**config.mk**
```make
export PLATFORM = sky130hd
export DESIGN_NAME = wdg_top
export DESIGN_NICKNAME = d
export VERILOG_FILES = /design/src/rtl/wdg_pkg.sv /design/src/rtl/wdg_pend.sv /design/src/rtl/wdg_prescaler.sv /design/src/rtl/wdg_top.sv
export SDC_FILE = /design/constraint.sdc
export NUM_CORES = 1
export LEC_CHECK = 0
export ABC_AREA = 1
export CORE_ASPECT_RATIO = 1.5
export CORE_MARGIN = 3
export CORE_UTILIZATION = 49
export DETAILED_ROUTE_END_ITERATION = 6
export PLACE_DENSITY = 0.73
export RECOVER_POWER = 100
export SYNTH_ARGS = -nofsm -noshare
export SYNTH_HDL_FRONTEND = slang
export SYNTH_SLANG_ARGS = --single-unit
export TNS_END_PERCENT = 1
```
**constraint.sdc**
```tcl
create_clock -name clk -period 2 [get_ports clk]
set_input_delay 0.5 -clock clk [delete_from_list [all_inputs] [get_ports clk]]
set_output_delay 0.5 -clock clk [all_outputs]
set_load 0.005 [all_outputs]
```
**src/rtl/wdg_pkg.sv**
```systemverilog
package wdg_pkg;
    typedef enum logic [1:0] {
        ST_IDLE = 2'd0,
        ST_RUN  = 2'd1,
        ST_BITE = 2'd2
    } wdg_state_t;

    localparam logic [15:0] KEY_UNLOCK = 16'h5555;
    localparam logic [15:0] KEY_FEED   = 16'hAAAA;
    localparam logic [15:0] KEY_START  = 16'hCCCC;

    localparam logic [1:0] A_KEY  = 2'd0;
    localparam logic [1:0] A_PRE  = 2'd1;
    localparam logic [1:0] A_RLD  = 2'd2;
    localparam logic [1:0] A_STAT = 2'd3;

    localparam int PRE_W  = 3;
    localparam int PDIV_W = 8;
endpackage

```
**src/rtl/wdg_pend.sv**
```systemverilog
module wdg_pend #(
    parameter int W           = 3,
    parameter logic [W-1:0] RST_VAL = '0,
    parameter int SYNC_CYCLES = 3
) (
    input  logic         clk,
    input  logic         rst_n,
    input  logic         clr,
    input  logic         wr,
    input  logic [W-1:0] din,
    output logic [W-1:0] shadow,
    output logic [W-1:0] active,
    output logic         busy
);
    localparam int TW = $clog2(SYNC_CYCLES + 1);

    logic [TW-1:0] tmr;

    always_ff @(posedge clk) begin
        if (!rst_n || clr) begin
            shadow <= RST_VAL;
            active <= RST_VAL;
            busy   <= 1'b0;
            tmr    <= '0;
        end else if (wr) begin
            shadow <= din;
            busy   <= 1'b1;
            tmr    <= TW'(SYNC_CYCLES);
        end else if (busy) begin
            if (tmr == TW'(1)) begin
                active <= shadow;
                busy   <= 1'b0;
                tmr    <= '0;
            end else begin
                tmr <= tmr - 1'b1;
            end
        end
    end


    pend_set_chk: assert property (@(posedge clk) disable iff (!rst_n)
        (wr && !clr) |=> (busy && shadow == $past(din)));


    pend_take_chk: assert property (@(posedge clk) disable iff (!rst_n)
        ($fell(busy) && !$past(clr)) |-> (active == shadow));
endmodule

```
**src/rtl/wdg_prescaler.sv**
```systemverilog
module wdg_prescaler
    import wdg_pkg::*;
(
    input  logic             clk,
    input  logic             rst_n,
    input  logic             clr,
    input  logic             en,
    input  logic [PRE_W-1:0] code,
    output logic             tick
);
    logic [PRE_W-1:0]  sel;
    logic [PDIV_W:0]   div;
    logic [PDIV_W-1:0] last;
    logic [PDIV_W-1:0] cnt;

    always_comb begin
        sel  = (code > PRE_W'(6)) ? PRE_W'(6) : code;
        div  = (PDIV_W + 1)'(4) << sel;
        last = PDIV_W'(div - 1'b1);
        tick = en && (cnt == last);
    end

    always_ff @(posedge clk) begin
        if (!rst_n || clr || !en) begin
            cnt <= '0;
        end else if (tick) begin
            cnt <= '0;
        end else begin
            cnt <= cnt + 1'b1;
        end
    end


    restart_chk: assert property (@(posedge clk) disable iff (!rst_n)
        (clr || !en) |=> (!tick || last == '0));


    wrap_chk: assert property (@(posedge clk) disable iff (!rst_n)
        (tick && !clr) |=> (cnt == '0));
endmodule

```
**src/rtl/wdg_top.sv**
```systemverilog
module wdg_top
    import wdg_pkg::*;
#(
    parameter int RLD_W        = 12,
    parameter int SYNC_CYCLES  = 3,
    parameter int PULSE_CYCLES = 4
) (
    input  logic        clk,
    input  logic        rst_n,
    input  logic        bus_we,
    input  logic [1:0]  bus_addr,
    input  logic [15:0] bus_wdata,
    output logic [15:0] bus_rdata,
    output logic        wdg_rst
);
    localparam int BC_W = $clog2(PULSE_CYCLES + 1);

    wdg_state_t       state, state_nx;
    logic             unlocked;
    logic             key_wr, start_ev, feed_ev, soft_clr, tick;
    logic             pre_wr, rld_wr, pvu, rvu;
    logic [PRE_W-1:0] pre_sh, pre_act;
    logic [RLD_W-1:0] rld_sh, rld_act, cnt;
    logic [BC_W-1:0]  bite_cnt;

    assign key_wr   = bus_we && (bus_addr == A_KEY);
    assign start_ev = key_wr && (bus_wdata == KEY_START) && (state == ST_IDLE);
    assign feed_ev  = key_wr && (bus_wdata == KEY_FEED) && (state == ST_RUN);
    assign pre_wr   = bus_we && (bus_addr == A_PRE) && unlocked;
    assign rld_wr   = bus_we && (bus_addr == A_RLD) && unlocked;
    assign soft_clr = (state == ST_BITE) && (bite_cnt == '0);

    always_ff @(posedge clk) begin
        if (!rst_n || soft_clr) begin
            unlocked <= 1'b0;
        end else if (key_wr) begin
            unlocked <= (bus_wdata == KEY_UNLOCK);
        end
    end

    wdg_pend #(.W(PRE_W), .RST_VAL('0), .SYNC_CYCLES(SYNC_CYCLES)) u_pre (
        .clk(clk), .rst_n(rst_n), .clr(soft_clr), .wr(pre_wr),
        .din(bus_wdata[PRE_W-1:0]), .shadow(pre_sh), .active(pre_act), .busy(pvu)
    );

    wdg_pend #(.W(RLD_W), .RST_VAL({RLD_W{1'b1}}), .SYNC_CYCLES(SYNC_CYCLES)) u_rld (
        .clk(clk), .rst_n(rst_n), .clr(soft_clr), .wr(rld_wr),
        .din(bus_wdata[RLD_W-1:0]), .shadow(rld_sh), .active(rld_act), .busy(rvu)
    );

    wdg_prescaler u_div (
        .clk(clk), .rst_n(rst_n), .clr(feed_ev), .en(state == ST_RUN),
        .code(pre_act), .tick(tick)
    );

    // state register
    always_ff @(posedge clk) begin
        if (!rst_n) state <= ST_IDLE;
        else        state <= state_nx;
    end

    always_comb begin
        state_nx = state;
        unique case (state)
            ST_IDLE: if (start_ev) state_nx = ST_RUN;
            ST_RUN:  if (tick && cnt == '0 && !feed_ev) state_nx = ST_BITE;
            ST_BITE: if (bite_cnt == '0) state_nx = ST_IDLE;
            default: state_nx = ST_IDLE;
        endcase
    end

    // outputs and datapath
    always_ff @(posedge clk) begin
        if (!rst_n) begin
            wdg_rst  <= 1'b0;
            cnt      <= '0;
            bite_cnt <= '0;
        end else begin
            wdg_rst <= (state_nx == ST_BITE);
            if (start_ev || feed_ev) begin
                cnt <= rld_act;
            end else if (state == ST_RUN && tick && cnt != '0) begin
                cnt <= cnt - 1'b1;
            end
            if (state != ST_BITE && state_nx == ST_BITE) begin
                bite_cnt <= BC_W'(PULSE_CYCLES - 1);
            end else if (state == ST_BITE && bite_cnt != '0) begin
                bite_cnt <= bite_cnt - 1'b1;
            end
        end
    end

    always_comb begin
        unique case (bus_addr)
            A_PRE:   bus_rdata = 16'(pre_sh);
            A_RLD:   bus_rdata = 16'(rld_sh);
            A_STAT:  bus_rdata = {14'd0, rvu, pvu};
            default: bus_rdata = 16'd0;
        endcase
    end


    start_run_chk: assert property (@(posedge clk) disable iff (!rst_n)
        start_ev |=> (state == ST_RUN && cnt == $past(rld_act)));


    bite_chk: assert property (@(posedge clk) disable iff (!rst_n)
        (state == ST_RUN && tick && cnt == '0 && !feed_ev) |=> wdg_rst);


    no_stop_chk: assert property (@(posedge clk) disable iff (!rst_n)
        (state == ST_RUN) |=> (state != ST_IDLE));


    pulse_end_chk: assert property (@(posedge clk) disable iff (!rst_n)
        soft_clr |=> (state == ST_IDLE && !wdg_rst && !unlocked));


    locked_pre_chk: assert property (@(posedge clk) disable iff (!rst_n)
        (bus_we && bus_addr == A_PRE && !unlocked && !soft_clr) |=> $stable(pre_sh));


    feed_chk: assert property (@(posedge clk) disable iff (!rst_n)
        feed_ev |=> (cnt == $past(rld_act) && !wdg_rst));
endmodule

```
=== Yosys cells after proc, flatten, opt, wreduce, memory -nomap -nowiden ===
Cells that the tools add are included.

* $add $sub $neg: 6
* Magnitude comparators: 1
* Eq/ne operators: 13
* Shift operators: 1
* Multiplexer cells: 22
* Bitwise gates (word level): 3
* Reductions and logical operators: 38

{| class="wikitable"
|+ Operators by type and width
! kind !! count
|-
| $pmux W12 S3 || 1
|-
| $eq A16 B16 Y1 const B || 2
|-
| $mux W12 || 2
|-
| $mux W2 || 11
|-
| $logic_and A1 B1 Y1 || 17
|-
| $eq A16 B15 Y1 const B || 1
|-
| $logic_not A12 Y1 || 1
|-
| $reduce_bool A12 Y1 || 1
|-
| $sub A12 B1 Y12 const B || 1
|-
| $add A8 B1 Y8 const B || 1
|-
| $eq A2 B1 Y1 const B || 4
|-
| $eq A2 B2 Y1 const B || 4
|-
| $eq A8 B8 Y1 || 1
|-
| $reduce_bool A2 Y1 || 4
|-
| $shl A3 B3 Y8 const A || 1
|-
| $sub A8 B1 Y8 const B || 1
|-
| $mux W1 || 6
|-
| $pmux W2 S3 || 1
|-
| $reduce_and A3 Y1 || 2
|-
| $logic_not A2 Y1 || 2
|-
| $logic_or A1 B1 Y1 || 4
|-
| $reduce_or A2 Y1 || 2
|-
| $sub A2 B1 Y2 const B || 2
|-
| $gt A3 B3 Y1 const B || 1
|-
| 7 further kinds || 11
|}

* Bits in registers: 63
* Input bits: 21
* Output and inout port bits: 17

=== Logic depth before layout (Yosys ltp) ===
* Word-level depth: 13
* Gate-level depth with buffers: 13
* Mapped depth without buffers: 12

=== Hierarchy ===
Synthesis repeated with hierarchy kept, for this count alone.

* Cells, all modules: 583
* Area, all modules: 3,872.5 um^2

{| class="wikitable"
|+ By module, submodules not included
! module !! times used !! cells each !! area an instance (um^2)
|-
| wdg_top || 1 || 326 || 1,934.4
|-
| wdg_pend at u_rld || 1 || 128 || 1,074.8
|-
| wdg_prescaler || 1 || 78 || 486.7
|-
| wdg_pend at u_pre || 1 || 51 || 376.6
|}

=== Worst setup path before layout ===
OpenSTA, ideal clock, no wires.

* Path kind: input to register
* From: in bus_addr[1]
* To: reg cnt[4]
* Arrival time: 1.474 ns
* Data required time: 1.891 ns
* Slack: 0.417 ns
* Stages on the path: 13
* Buffers on the path: 1
* Cell sequence: inv_2 > nand3_2 > inv_2 > nand2_1 > nor2_2 > nand2_4 > nand2_4 > inv_2 > buf_6 > nand3_1 > nand3_1 > nand2_1 > inv_1

* Cells in the longest elaborated chain, start to end: 6
* Elaborated cells between the ends (all ways): 9
* Those cells by class: 1 x mux; 8 x reduce/logical

{| class="wikitable"
|+ RTL lines
! element !! line !! source
|-
| from (decl) || wdg_top.sv:11 || <nowiki>input logic [1:0] bus_addr,</nowiki>
|-
| $logic_not A2 Y1 * || wdg_top.sv:26 || <nowiki>assign key_wr = bus_we && (bus_addr == A_KEY);</nowiki>
|-
| $logic_and A1 B1 Y1 * || wdg_top.sv:26 ||
|-
| $logic_and A1 B1 Y1 (on tied branches) (2 in a row) || wdg_top.sv:27, wdg_top.sv:28 ||
|-
| $logic_or A1 B1 Y1 * || wdg_top.sv:80 || <nowiki>if (start_ev || feed_ev) begin</nowiki>
|-
| $mux W12 or $reduce_bool A2 Y1 (tied branches) || -- ||
|-
| to (signal assigned) || wdg_top.sv:81 || <nowiki>cnt <= rld_act;</nowiki>
|-
| to (signal assigned) || wdg_top.sv:83 || <nowiki>cnt <= cnt - 1'b1;</nowiki>
|-
| to (decl) || wdg_top.sv:23 || <nowiki>logic [RLD_W-1:0] rld_sh, rld_act, cnt;</nowiki>
|}

Mark *: on every way between the ends. The rest lies on a longest branch, timed or not.
A chain may end at the register's enable or synchronous reset.

=== Final worst setup path ===
* From: in bus_addr[1]
* To: out bus_rdata[8]

* Cells in the longest elaborated chain, start to end: 2
* Elaborated cells between the ends (all ways): 4
* Those cells by class: 3 x eq/ne; 1 x mux

{| class="wikitable"
|+ RTL lines
! element !! line !! source
|-
| $eq A2 B2 Y1 or $eq A2 B1 Y1 (tied branches) || wdg_top.sv:94 || <nowiki>unique case (bus_addr)</nowiki>
|-
| $pmux W12 S3 * || wdg_top.sv:94 ||
|-
| to (decl) || wdg_top.sv:13 || <nowiki>output logic [15:0] bus_rdata,</nowiki>
|}

Marked as above.

==> results.cfg <==
[finish]
syn_to_final_growth_pct = 24.1
layout-drive-gt1-share = 0.192
nFillCells = 651
instances_no_fill = 666
antenna_cells = 0
mostFrequentLayoutCell = nand2_1
layout.nets = 611
final_cell_mix = nand2_1 (94), nor2_1 (77), dfxtp_1 (63)

[synthesis]
yosys_warnings = 0
syn_avg_cell_area_um2 = 6.84
synth-seq-cells = 63
synth_compound_area_frac = 0.139
synth_cells = 512
syn_area_um2 = 3500
synth.distinct_cells = 37
synth_xor_area_frac = 0.0250
synth_mux_area_frac = 0
yosysSeqAreaShare = 0.360
synth_fa_ha_area_frac = 0.0214
synth_top_family_by_area = simple AND/OR/NAND/NOR gates
yosys.area_share.simple = 0.349

[min_path]
worstHoldPathCells = 1
hp-start = u_div.cnt[0]$_SDFF_PP0_
hp-class = register to register

[placed_design]
port_buffers = 33
dp_hpwl_um = 6910
placed_cells = 650
gp_congestion = 0.940

[timing]
totalNegativeSetupSlack_ns = 0
fin_worst_skew_ns = 0.0133
fin_crit_ns = 1.91
final_hold_viol_count = 0
slew_headroom = 0.644
finalMaxSlewViolations = 0
finalSetupViolCount = 0
rsz0062_at_grt = false
tightest_slew_ns = 0.534
clock.fmax_mhz = 524
finalCritPeriodShare = 0.954

[critical_path]
max_stage_delay_ns = 0.26
cp-endpoint = bus_rdata[8]
worstPathRequired_ns = 1.50
crit_arrival_ns = 1.41
r2r-end = state[0]$_SDFF_PN0_
worstSetupEndpointType = primary output
reg2regPathDepth = 11
crit_chain = clkdlybuf4s15_2 > inv_2 > nor2_4 > buf_4 > inv_4 > nor2_1 > dlygate4sd2_1
r2r_start = cnt[0]$_SDFFE_PN0P_
critical_path_class = input pin to primary output
startpoint = bus_addr[1]
cp-start-kind = input pin
crit_fanout = 10
crit_slowest_cell = dlygate4sd2_1
reg2reg_slack_ns = 0.18

[floorplanning]
start_util = 0.508
row_count = 37
dieArea_um2 = 8220
die_w_um = 75.0
io_pins = 38
die_h_um = 110
core_um2 = 6900

[cts]
clockRootBuffer = clkbuf_8
cts_tree = built
clk_pin_slew_ns = 0.07
ctsHoldBuffers = 0
cts.sinks = 63
clk_latency_ns = 0.35
clk_path_buf_depth = 2
cts_buffers = 9
htreeDepth = 3

[global_routing]
grt_pass1_wl_um = 14700
overflow = 0
antenna_found_initial = 0
track_usage = 0.233
grt_pass1_vias = 3318
grt_max_degree = 22

[job]
maxCapViolations = 0

[power_and_ir_drop]
p_leak_uw = 0.00214
vdd_ir_drop_max_mv = 0.359
p_per_area_nw_per_um2 = 570

[detailed_routing]
drc = 0
final_antenna_net_count = 0
first_pass_iters = 4
wl_per_cell_um = 13.1
vias_per_cell = 5.24
postRouteWirelength_um = 8740
num_vias = 3487
drt_iter0_drc = 170

[outcome]
status = complete, no violations
-- metal layers --
layer  vias up  global-route usage  routed length [µm]  share of wire
met3        22              0.0512                 373          0.043
met2        89               0.405                4420           0.51
met1      1585               0.268                3680           0.42
met4         0              0.0980                 267          0.031
met5         -                   0                   0              0
li1       1791                   -                   -              -
-- flip-flops by register name, indices dropped and copies added, names as in the netlist --
register / flops
u_pre.shadow: 3
u_div.cnt: 8
state: 2
wdg_rst: 1
u_rld.busy: 1
cnt: 12
u_rld.active: 12
u_rld.shadow: 12
u_rld.tmr: 2
u_pre.tmr: 2
unlocked: 1
bite_cnt: 3
u_pre.active: 3
u_pre.busy: 1
-- area by class of cell --
cell class | instances | area (µm²) | area share
tap | 78 | 97.6 | 0.0225
inverter | 71 | 269 | 0.0619
timing repair buffer | 73 | 637 | 0.147
multi-input combinational | 366 | 1900 | 0.437
clock buffer | 12 | 165 | 0.0380
clock inverter | 3 | 17.5 | 0.00403
sequential | 63 | 1260 | 0.290
-- cells in the mapped netlist --
library cell | instances | area (µm²)
o311ai_0 | 2 | 17.5
nor3b_1 | 1 | 7.51
a22o_1 | 1 | 8.76
nor3_2 | 1 | 10.0
nand3_2 | 4 | 40.0
ha_1 | 6 | 75.1
inv_2 | 15 | 56.3
buf_6 | 3 | 33.8
clkbuf_1 | 4 | 15.0
inv_1 | 55 | 206
nor2_4 | 2 | 22.5
conb_1 | 1 | 3.75
dfxtp_1 | 63 | 1260
nand3_1 | 31 | 155
a21oi_1 | 30 | 150
xor2_1 | 7 | 61.3
nand2_2 | 5 | 31.3
a21oi_2 | 5 | 43.8
nand2_1 | 94 | 353
nand4_2 | 2 | 25.0
o21ai_0 | 25 | 125
o211ai_1 | 12 | 90.1
a211oi_1 | 1 | 7.51
or2_2 | 4 | 25.0
nor2_2 | 16 | 100
xnor2_1 | 3 | 26.3
nand3b_1 | 3 | 22.5
buf_2 | 4 | 20.0
clkinv_1 | 1 | 3.75
nor3_1 | 3 | 15.0
o21ai_1 | 7 | 35.0
buf_4 | 4 | 30.0
nor4_1 | 3 | 18.8
o21ai_2 | 1 | 8.76
nor2_1 | 78 | 293
nand4_1 | 13 | 81.3
nand2_4 | 2 | 22.5
-- critical path: cells and delay by family --
family | cells | cell delay [ns]
simple gates | 2 | 0.10
buf+inv | 5 | 0.80
-- power by group --
| part | internal, µW | switching [µW] |
|---|---|---|
| Clock | 540 | 486 |
| Combinational | 101 | 95.2 |
| Sequential | 1250 | 0.00154 |
-- worst min path at each step --
stage / end / slack, ns
finish: u_div.cnt[0]$_SDFF_PP0_ / 0.45
global route: u_div.cnt[0]$_SDFF_PP0_ / 0.48
CTS: u_div.cnt[0]$_SDFF_PP0_ / 0.45
detailed placement: u_div.cnt[0]$_SDFF_PP0_ / 0.44
global placement: u_div.cnt[0]$_SDFF_PP0_ / 0.43
floorplan: u_div.cnt[0]$_SDFF_PP0_ / 0.42
-- through the flow --
stage	setup WS [ns]	power [µW]	hold WS (ns)	cell area, µm²	utilization
floorplan	0.417	1350	0.418	3510	-
global placement	-0.510	1480	0.425	4160	0.603
detailed placement	-0.538	1480	0.437	4160	0.603
CTS	-0.102	2490	0.451	4340	0.629
global route	0.00926	2560	0.479	4350	0.630
finish	0.0921	2480	0.450	4350	0.630
-- logic make-up after synthesis --
family                     Yosys count
DFF                                 63
buffers and inverters               86
and+or+nand+nor                    262
xor gates and xnor gates            10
AOI/OAI and AO/OA                   84
other                                1
adders and majority gates            6
-- what timing repair did --
item,4_1_cts,5_1_grt
setup buffers,0,1
endpoints found under the setup margin,12,5
gates resized for setup,20,5
pin swaps,1,1
Note: power is estimated with default switching activity, not from simulation.
